<file path="src/rtl/dtg_pkg.sv">
`timescale 1ns/1ps
package dtg_pkg;
  // control word bit positions
  localparam int unsigned CTRL_TEN   = 0;
  localparam int unsigned CTRL_PLANE = 1;
  localparam int unsigned CTRL_HINV  = 2;
  localparam int unsigned CTRL_VINV  = 3;
  localparam int unsigned CTRL_CPH   = 4;
  localparam int unsigned CTRL_VSTAT = 8;
  // upper field position in geometry registers
  localparam int unsigned HI_LSB     = 16;

  typedef enum logic [2:0] {
    A_CTRL = 3'd0,
    A_HTOT = 3'd1,
    A_HSYN = 3'd2,
    A_VTOT = 3'd3,
    A_VSYN = 3'd4
  } reg_addr_e;

  typedef struct packed {
    logic cph;
    logic vinv;
    logic hinv;
    logic plane;
    logic ten;
  } ctrl_t;
endpackage

</file>
<file path="src/rtl/dtg_rst_sync.sv">
`timescale 1ns/1ps
module dtg_rst_sync (
  input  logic clk,
  input  logic rst_n_i,
  output logic rst_n_o
);
  logic [1:0] stage_q;

  always_ff @(posedge clk or negedge rst_n_i) begin
    if (!rst_n_i) stage_q <= '0;
    else          stage_q <= {stage_q[0], 1'b1};
  end

  assign rst_n_o = stage_q[1];
endmodule

</file>
<file path="src/rtl/dtg_axis.sv">
`timescale 1ns/1ps
module dtg_axis #(
  parameter int unsigned CW = 12
) (
  input  logic          clk,
  input  logic          rst_n,
  input  logic          run,
  input  logic          step,
  input  logic [CW-1:0] tot_m1,
  input  logic [CW-1:0] dend_m1,
  input  logic [CW-1:0] sst_m1,
  input  logic [CW-1:0] swid,
  output logic [CW-1:0] cnt,
  output logic          wrap,
  output logic          in_disp,
  output logic          in_sync
);
  localparam int unsigned EW = CW + 1;

  logic [CW-1:0] cnt_q, cnt_d;
  logic          cnt_en;
  logic [EW-1:0] sync_lo, sync_hi, cnt_ext;

  assign wrap   = run && step && (cnt_q == tot_m1);
  assign cnt_en = !run || step;

  always_comb begin
    cnt_d = cnt_q;
    if (!run)      cnt_d = '0;
    else if (wrap) cnt_d = '0;
    else if (step) cnt_d = cnt_q + 1'b1;
  end

  always_ff @(posedge clk or negedge rst_n) begin
    if (!rst_n)      cnt_q <= '0;
    else if (cnt_en) cnt_q <= cnt_d;
  end

  assign cnt_ext = {1'b0, cnt_q};
  assign sync_lo = {1'b0, sst_m1};
  assign sync_hi = {1'b0, sst_m1} + {1'b0, swid};

  assign cnt     = cnt_q;
  assign in_disp = (cnt_q <= dend_m1);
  assign in_sync = (cnt_ext >= sync_lo) && (cnt_ext < sync_hi);

  // a stopped axis is parked at zero
  assert_idle_hold_R3: assert property (@(posedge clk) disable iff (!rst_n)
    !run |=> (cnt == '0));
  // wrap returns to zero
  assert_wrap_zero_R4: assert property (@(posedge clk) disable iff (!rst_n)
    wrap |=> (cnt == '0));
  // ordinary step adds one
  assert_step_inc_R4: assert property (@(posedge clk) disable iff (!rst_n)
    (run && step && !wrap) |=> (cnt == $past(cnt) + 1'b1));
  // no step, no motion
  assert_hold_nostep_R4: assert property (@(posedge clk) disable iff (!rst_n)
    (run && !step) |=> $stable(cnt));
endmodule

</file>
<file path="src/rtl/dtg_regs.sv">
`timescale 1ns/1ps
module dtg_regs
  import dtg_pkg::*;
#(
  parameter int unsigned DW = 32,
  parameter int unsigned AW = 3,
  parameter int unsigned HW = 12,
  parameter int unsigned VW = 12
) (
  input  logic          clk,
  input  logic          rst_n,
  input  logic          wr,
  input  logic [AW-1:0] addr,
  input  logic [DW-1:0] wdata,
  input  logic          load_plane,
  input  logic          vstat,
  output logic [DW-1:0] rdata,
  output ctrl_t         ctrl,
  output logic [HW-1:0] h_tot_m1,
  output logic [HW-1:0] h_dend_m1,
  output logic [HW-1:0] h_sst_m1,
  output logic [HW-1:0] h_swid,
  output logic [VW-1:0] v_tot_m1,
  output logic [VW-1:0] v_dend_m1,
  output logic [VW-1:0] v_sst_m1,
  output logic [VW-1:0] v_swid
);
  logic wr_ctrl, wr_htot, wr_hsyn, wr_vtot, wr_vsyn;
  logic unused_wdata;

  assign wr_ctrl = wr && (addr == AW'(A_CTRL));
  assign wr_htot = wr && (addr == AW'(A_HTOT));
  assign wr_hsyn = wr && (addr == AW'(A_HSYN));
  assign wr_vtot = wr && (addr == AW'(A_VTOT));
  assign wr_vsyn = wr && (addr == AW'(A_VSYN));
  assign unused_wdata = ^wdata;

  // geometry registers
  logic [HW-1:0] htot_q, hdend_q, hsst_q, hswid_q;
  logic [VW-1:0] vtot_q, vdend_q, vsst_q, vswid_q;

  always_ff @(posedge clk or negedge rst_n) begin
    if (!rst_n) begin
      htot_q  <= '0;
      hdend_q <= '0;
    end else if (wr_htot) begin
      htot_q  <= wdata[HI_LSB +: HW];
      hdend_q <= wdata[0 +: HW];
    end
  end

  always_ff @(posedge clk or negedge rst_n) begin
    if (!rst_n) begin
      hswid_q <= '0;
      hsst_q  <= '0;
    end else if (wr_hsyn) begin
      hswid_q <= wdata[HI_LSB +: HW];
      hsst_q  <= wdata[0 +: HW];
    end
  end

  always_ff @(posedge clk or negedge rst_n) begin
    if (!rst_n) begin
      vtot_q  <= '0;
      vdend_q <= '0;
    end else if (wr_vtot) begin
      vtot_q  <= wdata[HI_LSB +: VW];
      vdend_q <= wdata[0 +: VW];
    end
  end

  always_ff @(posedge clk or negedge rst_n) begin
    if (!rst_n) begin
      vswid_q <= '0;
      vsst_q  <= '0;
    end else if (wr_vsyn) begin
      vswid_q <= wdata[HI_LSB +: VW];
      vsst_q  <= wdata[0 +: VW];
    end
  end

  // control: immediate bits, shadowed plane bit
  ctrl_t ctrl_q, ctrl_d;
  logic  shd_q, shd_d;
  logic  ctrl_en;

  always_comb begin
    shd_d  = shd_q;
    ctrl_d = ctrl_q;
    if (wr_ctrl) begin
      shd_d       = wdata[CTRL_PLANE];
      ctrl_d.ten  = wdata[CTRL_TEN];
      ctrl_d.hinv = wdata[CTRL_HINV];
      ctrl_d.vinv = wdata[CTRL_VINV];
      ctrl_d.cph  = wdata[CTRL_CPH];
    end
    if (load_plane) ctrl_d.plane = shd_d;
  end

  assign ctrl_en = wr_ctrl || load_plane;

  always_ff @(posedge clk or negedge rst_n) begin
    if (!rst_n) begin
      ctrl_q <= '0;
      shd_q  <= 1'b0;
    end else if (ctrl_en) begin
      ctrl_q <= ctrl_d;
      shd_q  <= shd_d;
    end
  end

  // readback
  always_comb begin
    rdata = '0;
    case (addr)
      AW'(A_CTRL): begin
        rdata[CTRL_TEN]   = ctrl_q.ten;
        rdata[CTRL_PLANE] = ctrl_q.plane;
        rdata[CTRL_HINV]  = ctrl_q.hinv;
        rdata[CTRL_VINV]  = ctrl_q.vinv;
        rdata[CTRL_CPH]   = ctrl_q.cph;
        rdata[CTRL_VSTAT] = vstat;
      end
      AW'(A_HTOT): begin
        rdata[HI_LSB +: HW] = htot_q;
        rdata[0 +: HW]      = hdend_q;
      end
      AW'(A_HSYN): begin
        rdata[HI_LSB +: HW] = hswid_q;
        rdata[0 +: HW]      = hsst_q;
      end
      AW'(A_VTOT): begin
        rdata[HI_LSB +: VW] = vtot_q;
        rdata[0 +: VW]      = vdend_q;
      end
      AW'(A_VSYN): begin
        rdata[HI_LSB +: VW] = vswid_q;
        rdata[0 +: VW]      = vsst_q;
      end
      default: rdata = '0;
    endcase
  end

  assign ctrl      = ctrl_q;
  assign h_tot_m1  = htot_q;
  assign h_dend_m1 = hdend_q;
  assign h_sst_m1  = hsst_q;
  assign h_swid    = hswid_q;
  assign v_tot_m1  = vtot_q;
  assign v_dend_m1 = vdend_q;
  assign v_sst_m1  = vsst_q;
  assign v_swid    = vswid_q;

  // live plane bit only moves on a load clock
  assert_plane_hold_R9: assert property (@(posedge clk) disable iff (!rst_n)
    !load_plane |=> $stable(ctrl.plane));
  // unused control bits read as zero
  assert_rsvd_zero_R11: assert property (@(posedge clk) disable iff (!rst_n)
    (addr == AW'(A_CTRL)) |-> (rdata[7:5] == 3'b000 && rdata[DW-1:9] == '0));
endmodule

</file>
<file path="src/rtl/disp_timing_gen.sv">
`timescale 1ns/1ps
module disp_timing_gen
  import dtg_pkg::*;
#(
  parameter int unsigned DW = 32,
  parameter int unsigned AW = 3,
  parameter int unsigned HW = 12,
  parameter int unsigned VW = 12
) (
  input  logic          clk,
  input  logic          rst_n,
  input  logic          bus_wr,
  input  logic [AW-1:0] bus_addr,
  input  logic [DW-1:0] bus_wdata,
  output logic [DW-1:0] bus_rdata,
  output logic [HW-1:0] hcount,
  output logic [VW-1:0] vcount,
  output logic          hsync,
  output logic          vsync,
  output logic          de,
  output logic          pclk_invert
);
  logic          rst_n_s;
  ctrl_t         ctrl;
  logic [HW-1:0] h_tot_m1, h_dend_m1, h_sst_m1, h_swid;
  logic [VW-1:0] v_tot_m1, v_dend_m1, v_sst_m1, v_swid;
  logic          h_wrap, h_disp, h_sync;
  logic          v_wrap, v_disp, v_sync;
  logic          load_plane, vstat;
  logic          unused_vwrap;

  dtg_rst_sync u_rst_sync (
    .clk     (clk),
    .rst_n_i (rst_n),
    .rst_n_o (rst_n_s)
  );

  // plane copy: every clock while stopped, else first pixel of vsync pulse
  assign load_plane = !ctrl.ten ||
                      ((hcount == '0) && (vcount == v_sst_m1) && (v_swid != '0));
  assign vstat      = ctrl.ten && v_sync;

  dtg_regs #(.DW(DW), .AW(AW), .HW(HW), .VW(VW)) u_regs (
    .clk        (clk),
    .rst_n      (rst_n_s),
    .wr         (bus_wr),
    .addr       (bus_addr),
    .wdata      (bus_wdata),
    .load_plane (load_plane),
    .vstat      (vstat),
    .rdata      (bus_rdata),
    .ctrl       (ctrl),
    .h_tot_m1   (h_tot_m1),
    .h_dend_m1  (h_dend_m1),
    .h_sst_m1   (h_sst_m1),
    .h_swid     (h_swid),
    .v_tot_m1   (v_tot_m1),
    .v_dend_m1  (v_dend_m1),
    .v_sst_m1   (v_sst_m1),
    .v_swid     (v_swid)
  );

  dtg_axis #(.CW(HW)) u_haxis (
    .clk     (clk),
    .rst_n   (rst_n_s),
    .run     (ctrl.ten),
    .step    (1'b1),
    .tot_m1  (h_tot_m1),
    .dend_m1 (h_dend_m1),
    .sst_m1  (h_sst_m1),
    .swid    (h_swid),
    .cnt     (hcount),
    .wrap    (h_wrap),
    .in_disp (h_disp),
    .in_sync (h_sync)
  );

  dtg_axis #(.CW(VW)) u_vaxis (
    .clk     (clk),
    .rst_n   (rst_n_s),
    .run     (ctrl.ten),
    .step    (h_wrap),
    .tot_m1  (v_tot_m1),
    .dend_m1 (v_dend_m1),
    .sst_m1  (v_sst_m1),
    .swid    (v_swid),
    .cnt     (vcount),
    .wrap    (v_wrap),
    .in_disp (v_disp),
    .in_sync (v_sync)
  );

  assign unused_vwrap = v_wrap;

  assign de          = ctrl.ten && ctrl.plane && h_disp && v_disp;
  assign hsync       = (ctrl.ten && h_sync) ^ ctrl.hinv;
  assign vsync       = (ctrl.ten && v_sync) ^ ctrl.vinv;
  assign pclk_invert = ctrl.cph;

  // stopped raster parks syncs at their inactive level
  assert_sync_idle_R3: assert property (@(posedge clk) disable iff (!rst_n_s)
    !ctrl.ten |-> (hsync == ctrl.hinv && vsync == ctrl.vinv && !de));
  // data enable never outside the programmed active window
  assert_de_window_R5: assert property (@(posedge clk) disable iff (!rst_n_s)
    de |-> (hcount <= h_dend_m1 && vcount <= v_dend_m1));
  // the line counter never moves in the middle of a line while running
  assert_vline_step_R4: assert property (@(posedge clk) disable iff (!rst_n_s)
    (ctrl.ten && hcount != h_tot_m1) |=> $stable(vcount));
endmodule

</file>
<file path="config.mk">
export PLATFORM = sky130hd
export DESIGN_NAME = disp_timing_gen
export DESIGN_NICKNAME = d
export VERILOG_FILES = /design/src/rtl/dtg_pkg.sv /design/src/rtl/dtg_rst_sync.sv /design/src/rtl/dtg_axis.sv /design/src/rtl/dtg_regs.sv /design/src/rtl/disp_timing_gen.sv
export SDC_FILE = /design/constraint.sdc
export NUM_CORES = 1
export LEC_CHECK = 0
export ABC_CLOCK_PERIOD_IN_PS = 3500
export CAP_MARGIN = 10
export CORE_UTILIZATION = 42
export DETAILED_ROUTE_END_ITERATION = 10
export HOLD_SLACK_MARGIN = 0.12
export PLACE_DENSITY = 0.68
export SETUP_SLACK_MARGIN = 0.2
export SLEW_MARGIN = 30
export SYNTH_ARGS = -nofsm -noshare
export SYNTH_HDL_FRONTEND = slang
export SYNTH_SLANG_ARGS = --single-unit
</file>
<file path="constraint.sdc">
create_clock -name clk -period 3.5 [get_ports clk]
set_input_delay 0.525 -clock clk [delete_from_list [all_inputs] [get_ports clk]]
set_output_delay 0.525 -clock clk [all_outputs]
set_load 0.005 [all_outputs]
</file>
Word level (Yosys, flattened, before mapping)
Cells that the tools add are included.
{"block": "classes", "bitwise": 2, "n_shift": 0, "n_reduce_logical": 27, "n_div": 0, "n_addsub": 4, "n_eq_ne": 8, "mul": 0, "order_cmp": 6, "n_mux": 11}
{"op": "12-bit two-way mux", "n": 5}
{"op": "12-bit case mux with 4 select lines", "n": 1}
{"op": "12-bit == test", "n": 3}
{"op": "12-bit by 12-bit adder with 13-bit output", "n": 2}
{"op": "12-bit by 13-bit less-than comparator with 1-bit output", "n": 2}
{"op": "5-bit case mux with 5 select lines", "n": 1}
{"op": "12-bit by 1-bit adder with 12-bit output (second input constant)", "n": 2}
{"op": "12-bit >= comparator", "n": 2}
{"op": "12-bit <= comparator", "n": 2}
{"op": "3-bit case mux with 4 select lines", "n": 2}
{"op": "1-bit logical AND", "n": 17}
{"op": "12-bit logical NOT", "n": 1}
{"op": "12-bit nonzero test", "n": 1}
{"op": "3-bit by 2-bit == test with 1-bit output (second input constant)", "n": 2}
{"op": "2-bit AND reduction", "n": 3}
{"op": "1-bit case mux with 5 select lines", "n": 1}
{"op": "3-bit by 1-bit == test with 1-bit output (second input constant)", "n": 1}
{"op": "3-bit == test (second input constant)", "n": 1}
{"op": "3-bit logical NOT", "n": 1}
{"op": "1-bit logical OR", "n": 3}
{"op": "3-bit by 1-bit != test with 1-bit output (second input constant)", "n": 1}
{"op": "1-bit bitwise XOR", "n": 2}
{"op": "1-bit logical NOT", "n": 1}
{"op": "1-bit two-way mux", "n": 1}
{"block": "word_totals", "ram_bits": 0, "mem_count": 0, "input_bits": 38, "register_bits": 128, "word_cells": 75, "latch_bits": 0, "out_inout_bits": 60, "mem_bits_ro": 0}

Longest topological paths before layout
{"block": "depth", "depth_word": 6, "ltp_mapped": 16, "depth_no_buf": 16}

Cells and area by module
From an unflattened synthesis, not the netlist that was laid out.
{"block": "hier_totals", "cells_unflattened": 957, "hier_area_um2": 9794.4}
{"mod": "dtg_regs", "cells_per_inst": 356, "area_each_um2": 4911.0, "instances": 1}
{"mod": "dtg_axis at u_vaxis", "cells_per_inst": 279, "area_each_um2": 2298.5, "instances": 1}
{"mod": "dtg_axis at u_haxis", "cells_per_inst": 288, "area_each_um2": 2296.0, "instances": 1}
{"mod": "disp_timing_gen", "cells_per_inst": 31, "area_each_um2": 235.2, "instances": 1}
{"mod": "dtg_rst_sync", "cells_per_inst": 3, "area_each_um2": 53.8, "instances": 1}

Least setup slack after synthesis
Ideal clock, no wire load.
{"block": "synth_timing", "path_kind": "register -> output", "startpoint": "reg u_regs.hsst_q[0], in the netlist u_regs.h_sst_m1[0]", "endpoint": "out hsync", "path_stages_with_launch": 16, "slack_ns": -0.175, "path_buffers": 0, "t_arrival_ns": 3.150, "t_required_ns": 2.975, "path_cell_list": "dfrtp_1 ha_1 inv_1 fa_1 nor2b_4 o31a_1 or4_1 a211o_1 nand2_1 ha_1 nand2_1 nor4b_1 o31ai_1 a311o_1 o311ai_2 xnor2_1"}
{"block": "synth_via", "elab_chain_cells": 5, "elab_cells_between_ends": 6, "cone_classes": "add/sub (1); order compare (2); bitwise (1); reduce/logical (2)"}
{"item": "start: declaration", "line": "dtg_regs.sv:39", "rtl": "logic [HW-1:0] htot_q, hdend_q, hsst_q, hswid_q;"}
{"item": "start signal: assignment", "line": "dtg_regs.sv:58", "rtl": "hsst_q <= wdata[0 +: HW];"}
{"item": "12-bit by 12-bit adder with 13-bit output", "line": "dtg_axis.sv:41", "rtl": "assign sync_hi = {1'b0, sst_m1} + {1'b0, swid};"}
{"item": "12-bit by 13-bit less-than comparator with 1-bit output", "line": "dtg_axis.sv:45", "rtl": "assign in_sync = (cnt_ext >= sync_lo) && (cnt_ext < sync_hi);"}
{"item": "1-bit logical AND *", "line": "dtg_axis.sv:45"}
{"item": "1-bit logical AND *", "line": "disp_timing_gen.sv:96", "rtl": "assign hsync = (ctrl.ten && h_sync) ^ ctrl.hinv;"}
{"item": "1-bit bitwise XOR *", "line": "disp_timing_gen.sv:96"}
{"item": "end: declaration", "line": "disp_timing_gen.sv:18", "rtl": "output logic hsync,"}
Every way passes the cells marked *; elsewhere a longest branch is shown, timed or not.

Worst setup path in the final report
Same ends and word-level chain as after synthesis.

==> key figures <==
Clock tree
  • Clock buffer depth: 2
  • Clock Pin Slew Worst Setup and Hold Paths: roughly 60 ps
  • CTS root buffer: clkbuf_16
  • CTS tree: built
  • TritonCTS Buffers: 17
  • CTS H-tree lvls: 4
  • CTS Sinks: 128
  • Clock Latency Late Sink: about 420 ps

Placed design
  • Final HPWL DP: 21.7 mm
  • GP Congestion: 0.958
  • Post-Place Setup Slack: -896 ps
  • I/O Buffers: 81

Drt
  • Total wire length: approximately 28 mm
  • Via count: 7692
  • TritonRoute pass-1 iters: 7
  • DRT iter0 DRCs: 564
  • WL per Instance: slightly above 20 um
  • Drt via density: 5.58
  • Residual DRC: 0
  • Post-route ant nets: 0

Pwr
  • Flop pwr share: 0.312
  • Pwr Density: about 560 nW/um^2
  • Sw Pwr: around 2.3 mW
  • Combinational Power Share: 0.403
  • Power Internal: 4.25 mW
  • Sw frac: 0.348
  • VDD IR max: 0.335 mV
  • P_leak: 5.56 nW
  • Clock power share: 0.285

Cells and area
  • Diode count: 0
  • Area Growth Syn to Fin: 33.6%
  • Fillers: between 1500 and 2000
  • FF+latch area: about 3200 sq um
  • Multi-input combinational cell area: 5240 sq um
  • Share of cells above drive strength 1: 0.258
  • Fin nets: 1233

Timing
  • Unrepaired setup endpoints after global routing: yes
  • Final TNS setup: -1950 ps
  • Period utilization: 1.23
  • Tmin final: 4310 ps
  • Least-Margin Pin Slew: about 700 ps
  • Max Clk Rate: 232 MHz
  • Max Transition Viols Final: 0
  • Final Hold Fails: 0
  • Worst hold slack: 253 ps
  • Max_slew headroom: 0.547
  • Clock Skew: 8.34 ps
  • Final setup fails: 3
  • Final worst setup slack: -815 ps

Worst setup path
  • Worst Setup SP: u_regs.h_sst_m1[0]$_DFFE_PN0P_
  • Worst setup SP type: flip-flop
  • Critical path required time: 2970 ps
  • Crit-path max FO: 2
  • Worst Setup Path Type: reg2out
  • Nature of the critical path endpoint: primary output
  • R2R setup slack: roughly 960 ps
  • Worst r2r src: u_haxis.cnt[5]$_DFF_PN0_
  • Crit-path cells: ha_2 -> inv_2 -> fa_2 -> nor2b_4 -> o31a_1 -> or4_4 -> a211o_1 -> nand2_2 -> ha_4 -> nand2_4 -> nor4b_4 -> o31ai_2 -> a311o_1 -> o311ai_2 -> xnor2_1 -> buf_2
  • Critical Path AT: 3790 ps
  • Critical path's largest stage delay: 430 ps
  • Critical path's slowest cell: or4_4

Logic synthesis
  • Top-area cell type share of the netlist area: 0.370
  • Top cell type by total area after synthesis: dfrtp_1
  • Synth Instances: between 800 and 900
  • Warnings from Yosys: 0
  • Most frequent cell after synthesis: dfrtp_1
  • Number of synthesized register bits: 128
  • Ranking of synthesized cells by area: dfrtp_1 37%, ha_1 14%, mux2_2 8.7%, o21ai_0 4.0%, a22oi_1 3.4%
  • Post-synth cell types: 58
  • Synth top cells by count: 128 x dfrtp_1, 97 x ha_1, 74 x nand2_1
  • Synthesized area: 8650 sq um
  • Sequential element share of the synthesized area: 0.370
  • Ys flop type: dfrtp_1
  • Mean Syn Cell Area: 9.80 sq um
  • Post-synth EDFFs: 0
  • Post-synth ARST share: 1.00

Die
  • Row count: 52
  • Top-level I/O count: 98
  • Height of the die: roughly 150 um
  • Core ar.: around 20000 sq um
  • Die width: 146 um
  • Total Die Area: 21200 sq um
  • Initial Utilization: 0.428

Global route
  • Global-route wire length before repair: 43.1 mm
  • Initial antenna violation count: 0
  • Vias in the first global route: 7583
  • Gr ovfl total: 0
  • Total track usage: 0.269
  • Largest net degree at the start of global routing: 81

Status
  • Failing checks: negative setup slack
  • Status: complete, but fails checks

Run
  • Max-cap violations: 0

Worst hold path
  • Worst hold-check path type: in2async
-- state kept, by name, indices dropped and copies added, names as in the netlist --
signal and flops:
u_regs.v_sst_m1 12, u_haxis.cnt 12, u_vaxis.cnt 12, u_regs.v_tot_m1 12
u_regs.v_swid 12, u_regs.shd_q 1, u_regs.h_dend_m1 12, u_regs.v_dend_m1 12
u_regs.h_swid 12, u_regs.h_sst_m1 12, u_regs.h_tot_m1 12, u_rst_sync.stage_q 2
u_regs.ctrl 5
-- final cells by class --
class                           instances  share of cell area
Clock buffer                           18              0.0371
Clock inverter                         14              0.0159
Inverter                               61              0.0198
Multi-Input combinational cell        661               0.453
Sequential cell                       128               0.278
Tap cell                              270              0.0292
Timing Repair Buffer                  227               0.167
-- routing by layer --
layer	track usage	up-vias	routed length, um
met1	0.346	3748	11900
met4	0.117	0	1180
met2	0.446	274	13600
met5	0	-	0
met3	0.0451	71	1560
li1	-	3599	-
-- metrics by stage --
stage	utilization	instance area (sq um)	power [mW]	cells
CTS	0.563	11400	6.37	1375
global route	0.571	11600	6.88	1379
global placement	0.528	10700	4.39	1337
floorplan	-	8690	3.32	890
detailed placement	0.528	10700	4.44	1337
finish	0.571	11600	6.52	1379
-- path summary, 6_finish.rpt --
kind,end,cells after the start
setup / recovery,hsync,16
hold / removal,u_rst_sync.stage_q[1]$_DFF_PN0_,1
setup reg to reg,u_vaxis.cnt[5]$_DFFE_PN0P_,7
hold reg to reg,u_rst_sync.stage_q[1]$_DFF_PN0_,0
max in group asynchronous,u_vaxis.cnt[10]$_DFFE_PN0P_,1
min in group clk,u_rst_sync.stage_q[1]$_DFF_PN0_,0
-- critical path, delay by kind of cell, from the launching register on --
kind | cells | cell delay, ps
adder cells (fa/ha/maj) | 3 | 560
flip-flops | 1 | 390
AND/OR/NAND/NOR | 5 | 850
buffers and inverters | 2 | 200
AO/OA/AOI/OAI | 5 | 1220
XOR/XNOR | 1 | 160
-- cell families (layout without fill, tap and decap cells) --
family                     Yosys count  after routing  share of synthesized area
xor gates and xnor gates            54             54                     0.0547
buffers and inverters              101            320                     0.0506
adders and majority gates           99             99                      0.145
other                                2              9                   0.000868
and+or+nand+nor                    212            212                      0.124
muxes                               77             77                     0.0988
AOI/OAI and AO/OA                  210            210                      0.156
DFF                                128            128                      0.370
-- power groups by stage --
stage | sequential, mW | combinational, mW | clock [mW]
after floorplan | 1.97 | 1.35 | 0
after global placement | 2.04 | 2.35 | 0
after detailed placement | 2.04 | 2.39 | 0
after CTS | 2.02 | 2.48 | 1.87
after global routing | 2.05 | 2.88 | 1.95
final | 2.03 | 2.63 | 1.86
-- what timing repair did --
| item | 4_1_cts | 5_1_grt |
|---|---|---|
| pin swaps | 24 | 22 |
| setup buffers | 6 | 4 |
| hold buffers | 0 | 0 |
| gates resized for setup | 33 | 24 |
| setup endpoints to repair | 4 | 3 |
-- cells in the final DEF (no fill, tap or decap), types with 13 or more instances in the layout --
cell type        instances
a21o_1                  23
a21oi_1                 26
a22oi_1                 39
buf_4                  142
clkbuf_16               17
clkdlybuf4s50_1         77
dfrtp_1                126
ha_1                    93
inv_1                   59
mux2_2                  67
nand2_1                 72
nand3_1                 14
nand4_1                 13
nor2_1                  36
o21ai_0                 64
xnor2_1                 26
xor2_1                  26
(Power assumes the default switching activity.)
